### src/rtl/adc_lock_pkg.sv
package adc_lock_pkg;
    parameter int ADC_RES_W = 10;
    parameter int BYTE_W    = 8;
    localparam int HI_BITS  = ADC_RES_W - BYTE_W;

    typedef struct packed {
        logic [ADC_RES_W-1:0] res;
        logic                 lock;
    } store_t;

    typedef struct packed {
        logic flag;
    } flag_t;
endpackage

### src/rtl/adc_lock_store.sv
module adc_lock_store
    import adc_lock_pkg::*;
(
    input  logic                 clk,
    input  logic                 rst_n,
    input  logic [ADC_RES_W-1:0] res_i,
    input  logic                 done_i,
    input  logic                 rd_lo_i,
    input  logic                 rd_hi_i,
    output logic [ADC_RES_W-1:0] res_o,
    output logic                 locked_o
);
    store_t st_d, st_q;

    always_comb begin
        st_d = st_q;
        // a low-byte read in this very cycle already pins the old value
        if (done_i && !st_q.lock && !rd_lo_i) begin
            st_d.res = res_i;
        end
        if (rd_hi_i) begin
            st_d.lock = 1'b0;
        end else if (rd_lo_i) begin
            st_d.lock = 1'b1;
        end
    end

    always_ff @(posedge clk or negedge rst_n) begin
        if (!rst_n) begin
            st_q <= '0;
        end else begin
            st_q <= st_d;
        end
    end

    assign res_o    = st_q.res;
    assign locked_o = st_q.lock;
endmodule

### src/rtl/adc_lock_fmt.sv
module adc_lock_fmt
    import adc_lock_pkg::*;
(
    input  logic [ADC_RES_W-1:0] res_i,
    input  logic                 left_i,
    output logic [BYTE_W-1:0]    lo_o,
    output logic [BYTE_W-1:0]    hi_o
);
    localparam int PAD_W = 2 * BYTE_W - ADC_RES_W;

    always_comb begin
        if (left_i) begin
            hi_o = res_i[ADC_RES_W-1 -: BYTE_W];
            lo_o = {res_i[HI_BITS-1:0], {PAD_W{1'b0}}};
        end else begin
            lo_o = res_i[BYTE_W-1:0];
            hi_o = {{PAD_W{1'b0}}, res_i[ADC_RES_W-1:BYTE_W]};
        end
    end
endmodule

### src/rtl/adc_lock_flag.sv
module adc_lock_flag
    import adc_lock_pkg::*;
(
    input  logic clk,
    input  logic rst_n,
    input  logic done_i,
    input  logic clr_i,
    input  logic en_i,
    output logic flag_o,
    output logic irq_o
);
    flag_t fl_d, fl_q;

    always_comb begin
        fl_d = fl_q;
        if (done_i) begin
            fl_d.flag = 1'b1;
        end else if (clr_i) begin
            fl_d.flag = 1'b0;
        end
    end

    always_ff @(posedge clk or negedge rst_n) begin
        if (!rst_n) begin
            fl_q <= '0;
        end else begin
            fl_q <= fl_d;
        end
    end

    assign flag_o = fl_q.flag;
    assign irq_o  = fl_q.flag & en_i;
endmodule

### src/rtl/adc_result_lock.sv
module adc_result_lock
    import adc_lock_pkg::*;
(
    input  logic                 clk,
    input  logic                 rst_n,
    input  logic [ADC_RES_W-1:0] res_i,
    input  logic                 done_i,
    input  logic                 left_just_i,
    input  logic                 rd_lo_i,
    input  logic                 rd_hi_i,
    input  logic                 flag_clr_i,
    input  logic                 irq_en_i,
    output logic [BYTE_W-1:0]    lo_byte_o,
    output logic [BYTE_W-1:0]    hi_byte_o,
    output logic                 flag_o,
    output logic                 irq_o
);
    logic [ADC_RES_W-1:0] kept_res;
    logic                 locked;

    adc_lock_store store_i (
        .clk      (clk),
        .rst_n    (rst_n),
        .res_i    (res_i),
        .done_i   (done_i),
        .rd_lo_i  (rd_lo_i),
        .rd_hi_i  (rd_hi_i),
        .res_o    (kept_res),
        .locked_o (locked)
    );

    adc_lock_fmt fmt_i (
        .res_i  (kept_res),
        .left_i (left_just_i),
        .lo_o   (lo_byte_o),
        .hi_o   (hi_byte_o)
    );

    adc_lock_flag flag_i (
        .clk    (clk),
        .rst_n  (rst_n),
        .done_i (done_i),
        .clr_i  (flag_clr_i),
        .en_i   (irq_en_i),
        .flag_o (flag_o),
        .irq_o  (irq_o)
    );
endmodule

### config.mk
export PLATFORM = sky130hd
export DESIGN_NAME = adc_result_lock
export DESIGN_NICKNAME = d
export VERILOG_FILES = /design/src/rtl/adc_lock_pkg.sv /design/src/rtl/adc_lock_store.sv /design/src/rtl/adc_lock_fmt.sv /design/src/rtl/adc_lock_flag.sv /design/src/rtl/adc_result_lock.sv
export SDC_FILE = /design/constraint.sdc
export NUM_CORES = 1
export LEC_CHECK = 0
export BUFFER_PORTS_ARGS = -buffer_cell sky130_fd_sc_hd__buf_4
export CORE_MARGIN = 2
export CORE_UTILIZATION = 37
export DETAILED_ROUTE_END_ITERATION = 7
export PLACE_DENSITY_LB_ADDON = 0.05
export SLEW_MARGIN = 10
export SYNTH_ARGS = -nofsm -noshare
export SYNTH_HDL_FRONTEND = slang
export SYNTH_SLANG_ARGS = --single-unit
### constraint.sdc
create_clock -name clk -period 1.8 [get_ports clk]
set_clock_uncertainty 0.2 [all_clocks]
set_input_delay 0.36 -clock clk [delete_from_list [all_inputs] [get_ports clk]]
set_output_delay 0.36 -clock clk [all_outputs]
set_load 0.02 [all_outputs]
---- Yosys cells after proc, flatten, opt, wreduce, memory -nomap -nowiden ----
Cells that the tools add are included.
word-level totals
  flip-flop bits (word level) ............. 12
  output and inout port bits .............. 18
operators by class
  multiplexer cells ....................... 6
  bitwise logic cells ..................... 1
  reductions and logical operators ........ 6
operators by type and width
  cell                number
  2-to-1 mux 8 bit    2
  2-to-1 mux 1 bit    4
  nonzero test 2 bit  2
  logical AND 1 bit   2
  zero test 1 bit     2
  bitwise AND 1 bit   1

---- Depth between registers and ports, before layout ----
Gate-level depths: netlist (run 1).
  depth in word-level cells ............... 3
  depth in mapped cells ................... 3
  depth with buffers taken out ............ 2

---- Cells and area by module ----
From an unflattened synthesis (run 1), not the netlist that was laid out.
second synthesis, totals
  cell total of the unflattened synthesis .. 47
  area total of the unflattened synthesis .. 619.3 sq um
modules (own cells, without submodules)
  module          cells each  area each (sq um)  times used  sequential area each (sq um)
  adc_lock_store  25          419.2              1           275.3
  adc_lock_fmt    18          157.7              1           0.0
  adc_lock_flag   4           42.5               1           25.0

---- Worst setup path before layout (run 1) ----
No wires, ideal clock.
  path kind ............................... in2out
  from .................................... in left_just_i
  to ...................................... out lo_byte_o[2]
  setup slack ............................. 0.262 ns
  data required time ...................... 1.240 ns
  cell stages on the path ................. 3
  arrival time ............................ 0.978 ns
  path buffers ............................ 2
  path through ............................ clkbuf_2 -> buf_2 -> nor2b_1
between the ends
  cells in the longest elaborated chain, start to end .. 1
RTL lines
  what                RTL line               text
  start: declaration  adc_result_lock.sv:8   input logic left_just_i,
  2-to-1 mux 8 bit    adc_lock_fmt.sv:12     if (left_i) begin
  end: declaration    adc_result_lock.sv:13  output logic [BYTE_W-1:0] lo_byte_o,
No other way between the ends.

---- Worst setup path in the final report (run 1) ----
  from .................................... reg store_i.st_q, in the netlist store_i.res_o[2]
  to ...................................... out hi_byte_o[0]
between the ends
  cells in the longest elaborated chain, start to end .. 1
RTL lines
  what                      RTL line               text
  start: declaration        adc_lock_store.sv:13   store_t st_d, st_q;
  start signal: assignment  adc_lock_store.sv:32   st_q <= st_d;
  2-to-1 mux 8 bit          adc_lock_fmt.sv:12
  end: declaration          adc_result_lock.sv:14  output logic [BYTE_W-1:0] hi_byte_o,
No other way between the ends.

==> impl_metrics.yaml, run 1 <==
cts:
  clock-root-buffer: "clkbuf_4"
  cts_sinks: 12
  cts-resized-gates: 0
  clk-insertion-delay-late_ns: 0.27
  clkTransAtPathRegs_ns: 0.08
  cts_made_buffers: 3
  htree_num_levels: 1
  holdBufCountCts: 1
  cts_tree: "built"
  cts_setup_buffers: 0
  clk_path_buf_depth: 2
worst_setup_path:
  arrival_ns: 1.08
  cp_slowest_stage_delay_ns: 0.39
  worstPathRequired_ns: 1.24
  critPathSlowestCell: "dfrtp_1"
  crit_path_start_kind: "flip-flop"
  crit_type: "reg2out"
  critical_path.cell_chain: "mux2_2, buf_4"
  critPathMaxFanout: 3
  end_kind: "output port"
timing:
  worstMarginPinSlew_ns: 0.159
  fin_tns_setup_ns: 0
  fin_crit_ns: 1.64
  finalSetupViolCount: 0
  hold_viol: 0
  rsz0062_at_grt: "false"
  layout_setup_ws_ns: 0.159
  slew_headroom_pct: 89.4
  fmax_mhz: 609
  slew_viol_final: 0
  fin_crit_sh_pct: 91.2
  holdWs_ns: 0.0386
die:
  design.die.area_um2: 1940
  row_count: 14
  die_w_um: 44.0
  ioPinCount: 36
  coreArea_um2: 1510
  fp.dieH_um: 44.0
  start_util_pct: 39.4
global_routing:
  grt_pass1_vias: 459
  grt_pass1_wl_um: 1830
  grt_usage_pct: 13.1
  antenna_found_initial: 0
  grt.overflow.total: 0
  grt_max_degree: 17
routing:
  drtAntennaViolNets: 0
  top_layer: "met3"
  drtPass1Iterations: 3
  drt-total-wl_um: 1150
  drt_iter0_drc: 2
  wire_per_inst_um: 11.4
  wl_met3_um: 112
  num_vias: 477
  drc: 0
  routed-wl-met2_um: 625
  wl_met1_um: 416
  vias_per_cell: 4.72
outcome:
  status: "finished, final reports clean"
synth:
  synthAdderAreaFrac_pct: 0
  synthCells: 47
  ys.warnings.count: 0
  yosys.area_share.simple_pct: 17.1
  syn_area_um2: 593
  synth_top_family_by_area: "multiplexers"
  synth_seq_area_share_pct: 50.6
  synth-compound-area-share_pct: 1.48
  synth-seq-cells: 12
  synthesis.nets: 65
  synth_xor_area_share_pct: 0
  synth_cell_types: 11
  syn_avg_cell_area_um2: 12.6
  synthMuxAreaShare_pct: 26.6
place:
  pre_cts_slack_ns: 0.202
  dpl_cell_area_um2: 862
  gp_congestion: 0.667
  port_buffers: 35
cells_and_area:
  nNetsFinal: 104
  design_area_um2: 908
  n_antenna_cell: 0
  synthToLayoutAreaGrowth_pct: 53.2
  final_cell_mix: "buf_4 (36), mux2_2 (14), dfrtp_1 (12), and2_1 (7), nor2b_1 (6)"
  final_common_cell: "buf_4"
  drive_gt1_share_pct: 65.9
flow_run:
  cap_violations: 0
power:
  ir_drop_mv: 0.575
  power.leakage_uw: 0.000446
  p_per_area_nw_per_um2: 937
hold_path:
  hold_path_class: "in2reg"
## stage by stage
step                power (uW)  utilization, %  instances
global placement           645            57.2         96
detailed placement         649            57.2         96
CTS                        865            60.3        101
global route               899            60.3        101
finish                     851            60.3        101
floorplan                  519               -         47
## cell usage after synthesis
| cell | number | area (um^2) |
|---|---|---|
| a21o_2 | 1 | 8.76 |
| and2_1 | 7 | 43.8 |
| buf_2 | 1 | 5.00 |
| buf_6 | 1 | 11.3 |
| clkbuf_2 | 1 | 5.00 |
| dfrtp_1 | 12 | 300 |
| inv_1 | 1 | 3.75 |
| mux2_2 | 14 | 158 |
| nor2_1 | 2 | 7.51 |
| nor2b_1 | 6 | 37.5 |
| nor3b_2 | 1 | 12.5 |
## worst max-delay path, delay by kind of cell (launching register included)
kind	cells	cell delay (ns)
buffers and inverters	1	0.15
muxes	1	0.26
DFF	1	0.39
## final timing paths
kind | start | endpoint | slack (ns) | depth (start not counted)
max | store_i.res_o[2] | hi_byte_o[0] | 0.16 | 2
min | rd_hi_i | store_i.locked_o | 0.04 | 2
max reg2reg | store_i.locked_o | store_i.res_o[0] | 0.41 | 3
min reg2reg | flag_i.flag_o | flag_i.flag_o | 0.31 | 1
max in group asynchronous | rst_n | flag_i.flag_o | 0.98 | 2
min in group asynchronous | rst_n | store_i.res_o[5] | 0.26 | 2
## metal layers
metal  vias up  GRT usage (%)
met5         -              0
met4         0           3.64
met3         0           6.53
met2        22           24.7
met1       222           12.4
li1        233              -
## where the power goes
part	total (uW)	leakage (uW)	switching, uW	internal, uW
Combinational	299	0.000284	134	165
Sequential	342	0.000141	26.4	316
Clock	210	0.0000210	86.7	123
Total	851	0.000446	247	604
## registers in the layout (all words and copies together) (netlist names)
name and count:
store_i.res_o 10, flag_i.flag_o 1, store_i.locked_o 1
## kinds of logic after synthesis
kind of cell	count (synthesis)
mux	14
compound gates	1
flops	12
simple gates	16
buf+inv	4
## final cells by class
type | instances | area [um^2]
clock buffer | 4 | 36.3
fill | 136 | 598
tap | 16 | 20.0
timing repair buffer | 37 | 280
sequential | 12 | 300
inverter | 1 | 3.75
multi-input combinational | 31 | 268
Note: power is estimated with default switching activity, not from simulation.
==> run 2, diff against run 1 <==
--- a/config.mk
+++ b/config.mk
@@ -9,7 +9,7 @@
 export CORE_MARGIN = 2
 export CORE_UTILIZATION = 37
 export DETAILED_ROUTE_END_ITERATION = 7
-export PLACE_DENSITY_LB_ADDON = 0.05
+export PLACE_DENSITY_LB_ADDON = 0.25
 export SLEW_MARGIN = 10
 export SYNTH_ARGS = -nofsm -noshare
 export SYNTH_HDL_FRONTEND = slang
==> run 2 against run 1 <==
  * Critical path depth did not move
  * Die area is the same
  * Worst hold slack worse by 0.012 ns
  * Utilization did not move
  * Routed wire length rose by 5.3%
  * First-iteration DRC count unchanged
  * Clock power about the same
  * Final cell count stayed put
  * Total power rose by 0.76%
==> impl_metrics.yaml, run 2 (synthesis gave the netlist of run 1 again) <==
power:
  netSwitchingPower_uw: 253
  ir_drop_mv: 0.665
  p_int_uw: 604
  clockPowerShare_pct: 24.8
  p_seq_share_pct: 40.1
  p_per_area_nw_per_um2: 944
  power.leakage_uw: 0.000446
  switching_share_pct: 29.6
  comb_power_share_pct: 35.0
worst_setup_path:
  crit_path_start_kind: "flip-flop"
  end_kind: "output port"
  path_buf_inv: 1
  r2r_end: "store_i.res_o[9]"
  crit_family: "flip-flops"
  crit_type: "reg2out"
  worstPathRequired_ns: 1.24
  arrival_ns: 1.09
  worstRegToRegCells: 3
  cp_slowest_stage_delay_ns: 0.40
  r2r_slack_ns: 0.39
  critical_path.cell_chain: "mux2_2, buf_4"
  critPathSlowestCell: "dfrtp_1"
  critPathMaxFanout: 3
  timing.rr.start: "store_i.locked_o"
cells_and_area:
  design_area_um2: 908
  drive_gt1_share_pct: 65.9
  n_antenna_cell: 0
  stdcell_count: 101
  regArea_um2: 300
  largest_reg_flops: 10
  final_cell_mix: "buf_4 (36), mux2_2 (14), dfrtp_1 (12), and2_1 (7), nor2b_1 (6)"
  fillers: 142
  multi_input_area_um2: 268
  nNetsFinal: 104
  synthToLayoutAreaGrowth_pct: 53.2
  final_common_cell: "buf_4"
timing:
  hold_viol: 0
  finalSetupViolCount: 0
  layout_setup_ws_ns: 0.149
  slew_headroom_pct: 89.7
  slew_viol_final: 0
  worstMarginPinSlew_ns: 0.155
  fin_crit_sh_pct: 91.7
  fin_tns_setup_ns: 0
  rsz0062_at_grt: "false"
  fin_crit_ns: 1.65
  fmax_mhz: 606
routing:
  drtAntennaViolNets: 0
  wire_per_inst_um: 12.0
  drt-total-wl_um: 1210
  vias_per_cell: 4.62
  drtPass1Iterations: 4
  num_vias: 467
  drt_iter0_drc: 2
  drc: 0
outcome:
  status: "finished, final reports clean"
hold_path:
  whs_path_depth: 2
  hp-start: "rd_hi_i"
  hold_path_class: "in2reg"
  whs_endpoint: "store_i.locked_o"
die:
  ioPinCount: 36
  start_util_pct: 39.4
  coreArea_um2: 1510
  die_w_um: 44.0
  design.die.area_um2: 1940
  row_count: 14
  fp.dieH_um: 44.0
global_routing:
  grt_pass1_wl_um: 2100
  grt_max_degree: 17
  grt_pass1_vias: 501
  grt_usage_pct: 15.2
  antenna_found_initial: 0
  grt.overflow.total: 0
cts:
  clock-root-buffer: "clkbuf_4"
  holdBufCountCts: 1
  cts_tree: "built"
  cts_sinks: 12
  cts_made_buffers: 3
  cts-resized-gates: 0
  clk_path_buf_depth: 2
  htree_num_levels: 1
  cts_setup_buffers: 0
  clk-insertion-delay-late_ns: 0.27
  clkTransAtPathRegs_ns: 0.07
place:
  gp_congestion: 0.608
  dpl_cell_area_um2: 862
  dpl.cell_count: 96
  pre_cts_slack_ns: 0.196
  port_buffers: 35
flow_run:
  cap_violations: 0
[run 2: cell counts in the layout (fill, tap and decap cells not counted)]
Identical to the previous run, type by type.
[run 2: final cells by class]
type                    count  share of cell area (%)
clock buffers               4                    3.99
inverters                   1                   0.413
multi-input cells          31                    29.5
flip-flops and latches     12                    33.1
well taps                  16                    2.20
repair buffers             37                    30.9
[run 2: worst max-delay path by stage]
| stage | from | to | slack (ns) | cells past startpoint |
|---|---|---|---|---|
| 6_report | store_i.res_o[1] | lo_byte_o[7] | 0.15 | 2 |
| 3_5_place_dp | left_just_i | lo_byte_o[6] | 0.20 | 3 |
| 2_1_floorplan | left_just_i | lo_byte_o[2] | 0.26 | 3 |
| 4_1_cts | store_i.res_o[0] | lo_byte_o[6] | 0.13 | 2 |
| 3_3_place_gp | left_just_i | hi_byte_o[0] | 0.21 | 3 |
| 5_1_grt | store_i.res_o[1] | lo_byte_o[7] | 0.08 | 2 |
[run 2: per-stage QoR]
stage / utilization, % / total power (uW) / hold WS [ns]
2_1_floorplan: - / 519 / -0.136
3_3_place_gp: 57.2 / 645 / 0.00658
3_5_place_dp: 57.2 / 653 / 0.00797
4_1_cts: 60.3 / 875 / 0.0149
5_1_grt: 60.3 / 915 / 0.00956
6_report: 60.3 / 857 / 0.0268
[run 2: layer usage]
metal  vias to the layer above  global-route usage, %  part of all wire (%)
met4                         0                   3.64                     0
met2                        22                   26.8                    53
met5                         -                      0                     0
met3                         0                   7.76                    10
li1                        231                      -                     -
met1                       214                   16.1                    37
[run 2: power groups by stage]
| stage | Combinational, uW | Sequential (uW) | Clock [uW] |
|---|---|---|---|
| finish | 300 | 344 | 213 |
| global placement | 297 | 348 | 0 |
| floorplan | 176 | 343 | 0 |
| CTS | 305 | 345 | 225 |
| detailed placement | 303 | 350 | 0 |
| global route | 323 | 352 | 240 |
==> run 3, diff against run 2 <==
--- a/config.mk
+++ b/config.mk
@@ -6,7 +6,7 @@
 export NUM_CORES = 1
 export LEC_CHECK = 0
 export BUFFER_PORTS_ARGS = -buffer_cell sky130_fd_sc_hd__buf_4
-export CORE_MARGIN = 2
+export CORE_MARGIN = 8
 export CORE_UTILIZATION = 37
 export DETAILED_ROUTE_END_ITERATION = 7
 export PLACE_DENSITY_LB_ADDON = 0.25
==> constraint.sdc (replaced) <==
create_clock -name clk -period 1.7 [get_ports clk]
set_clock_uncertainty 0.2 [all_clocks]
set_input_delay 0.34 -clock clk [delete_from_list [all_inputs] [get_ports clk]]
set_output_delay 0.34 -clock clk [all_outputs]
set_load 0.02 [all_outputs]
==> run 3 against run 2 <==
  * Utilization fell by 0.42 points
  * Via count is 0.43% lower
  * Sequential power increased by 6%
  * Worst hold slack got worse by 0.0046 ns
  * Sequential cell count unchanged
  * First-iteration DRC count increased by 100%
  * Setup slack worse by 0.077 ns
  * Global-route usage decreased by 6.4 points
  * Register-to-register slack worse by 0.09 ns
  * Die area up 62%
  * Combinational power is 7.0% higher
==> impl_metrics.yaml, run 3 (synthesis gave the netlist of run 1 again) <==
worst_setup_path:
  critPathMaxFanout: 3
  worstPathRequired_ns: 1.16
  end_kind: "output port"
  crit_type: "reg2out"
  cp_slowest_stage_delay_ns: 0.40
  critical_path.cell_chain: "mux2_2, buf_4"
  critPathSlowestCell: "dfrtp_1"
  arrival_ns: 1.09
  crit_path_start_kind: "flip-flop"
global_routing:
  grt_max_degree: 13
  grt_usage_pct: 8.77
  grt_pass1_wl_um: 2310
  antenna_found_initial: 0
  grt_pass1_vias: 503
  grt.overflow.total: 0
cts:
  cts-resized-gates: 0
  htree_num_levels: 1
  clk_path_buf_depth: 2
  clkTransAtPathRegs_ns: 0.07
  clock-root-buffer: "clkbuf_4"
  cts_sinks: 12
  clk-insertion-delay-late_ns: 0.26
  cts_made_buffers: 3
  cts_tree: "built"
cells_and_area:
  stdcell_count: 101
  final_cell_mix: "buf_4 (37), mux2_2 (14), dfrtp_1 (12), and2_1 (7), nor2b_1 (6)"
  design_area_um2: 902
  synthToLayoutAreaGrowth_pct: 52.1
  n_antenna_cell: 0
  largest_reg_flops: 10
  drive_gt1_share_pct: 65.9
  fillers: 142
  final_common_cell: "buf_4"
  nNetsFinal: 105
outcome:
  status: "finished, final reports clean"
power:
  power.leakage_uw: 0.000444
  ir_drop_mv: 0.687
  fin_total_pwr_uw: 851
  p_per_area_nw_per_um2: 943
routing:
  drtPass1Iterations: 2
  drc: 0
  drtAntennaViolNets: 0
  vias_per_cell: 4.60
  num_vias: 465
  wire_per_inst_um: 13.2
  drt_iter0_drc: 4
  drt-total-wl_um: 1340
flow_run:
  cap_violations: 0
die:
  design.die.area_um2: 3140
  start_util_pct: 39.4
  row_count: 14
  ioPinCount: 36
  coreArea_um2: 1510
  fp.dieH_um: 56.0
  die_w_um: 56.0
timing:
  hold_viol: 0
  finalSetupViolCount: 0
  fmax_mhz: 614
  slew_headroom_pct: 89.9
  slew_viol_final: 0
  rsz0062_at_grt: "false"
  fin_crit_ns: 1.63
  worstMarginPinSlew_ns: 0.151
  fin_tns_setup_ns: 0
  fin_crit_sh_pct: 95.8
  holdWs_ns: 0.0223
place:
  port_buffers: 35
  gp_congestion: 0.615
  dpl_cell_area_um2: 870
  dp_hpwl_um: 1100
  dpl.cell_count: 97
hold_path:
  hold_path_class: "in2reg"
run 3: layout make-up:
type                       instances  area [um^2]  share of cell area (%)
clock buffer                       3         22.5                    2.50
inverter                           1         3.75                   0.416
multi-input combinational         31          268                    29.7
sequential                        12          300                    33.3
tap                               16         20.0                    2.22
timing repair buffer              38          288                    31.9
run 3: metrics by stage:
step | setup slack, ns | utilization (%)
floorplan | 0.202 | -
global placement | 0.178 | 57.7
detailed placement | 0.178 | 57.7
CTS | 0.0636 | 59.9
global route | 0.0357 | 59.9
finish | 0.0722 | 59.9
run 3: final timing paths:
check | slack (ns) | end | depth (start not counted) | start
hold / removal | 0.02 | store_i.locked_o | 2 | rd_hi_i
min in group asynchronous | 0.24 | store_i.res_o[8] | 2 | rst_n
hold reg to reg | 0.31 | flag_i.flag_o | 1 | flag_i.flag_o
setup reg to reg | 0.30 | store_i.res_o[5] | 3 | store_i.locked_o
max in group asynchronous | 0.91 | store_i.res_o[4] | 2 | rst_n
setup / recovery | 0.07 | hi_byte_o[1] | 2 | store_i.res_o[9]
run 3: repair_timing:
| action | CTS | global route |
|---|---|---|
| hold endpoints to repair | 12 | 0 |
| setup buffers | 0 | 0 |
| hold buffers | 1 | 0 |
run 3: layer usage:
metal	global-route usage [%]	routed length, um	up-vias
li1	-	-	231
met1	8.65	521	214
met2	14.6	658	18
met3	5.48	144	2
met4	3.09	11	0
met5	0	0	-
run 3: critical path, delay by kind of cell, from the launching register on:
family	cells	cell delay [ns]
buffers and inverters	1	0.16
multiplexers	1	0.27
flip-flops	1	0.40
run 3: report_power, final:
| group | internal, uW | switching [uW] | total, uW |
|---|---|---|---|
| Sequential | 335 | 28.9 | 363 |
| Clock | 81.7 | 84.1 | 166 |
| Combinational | 176 | 145 | 321 |
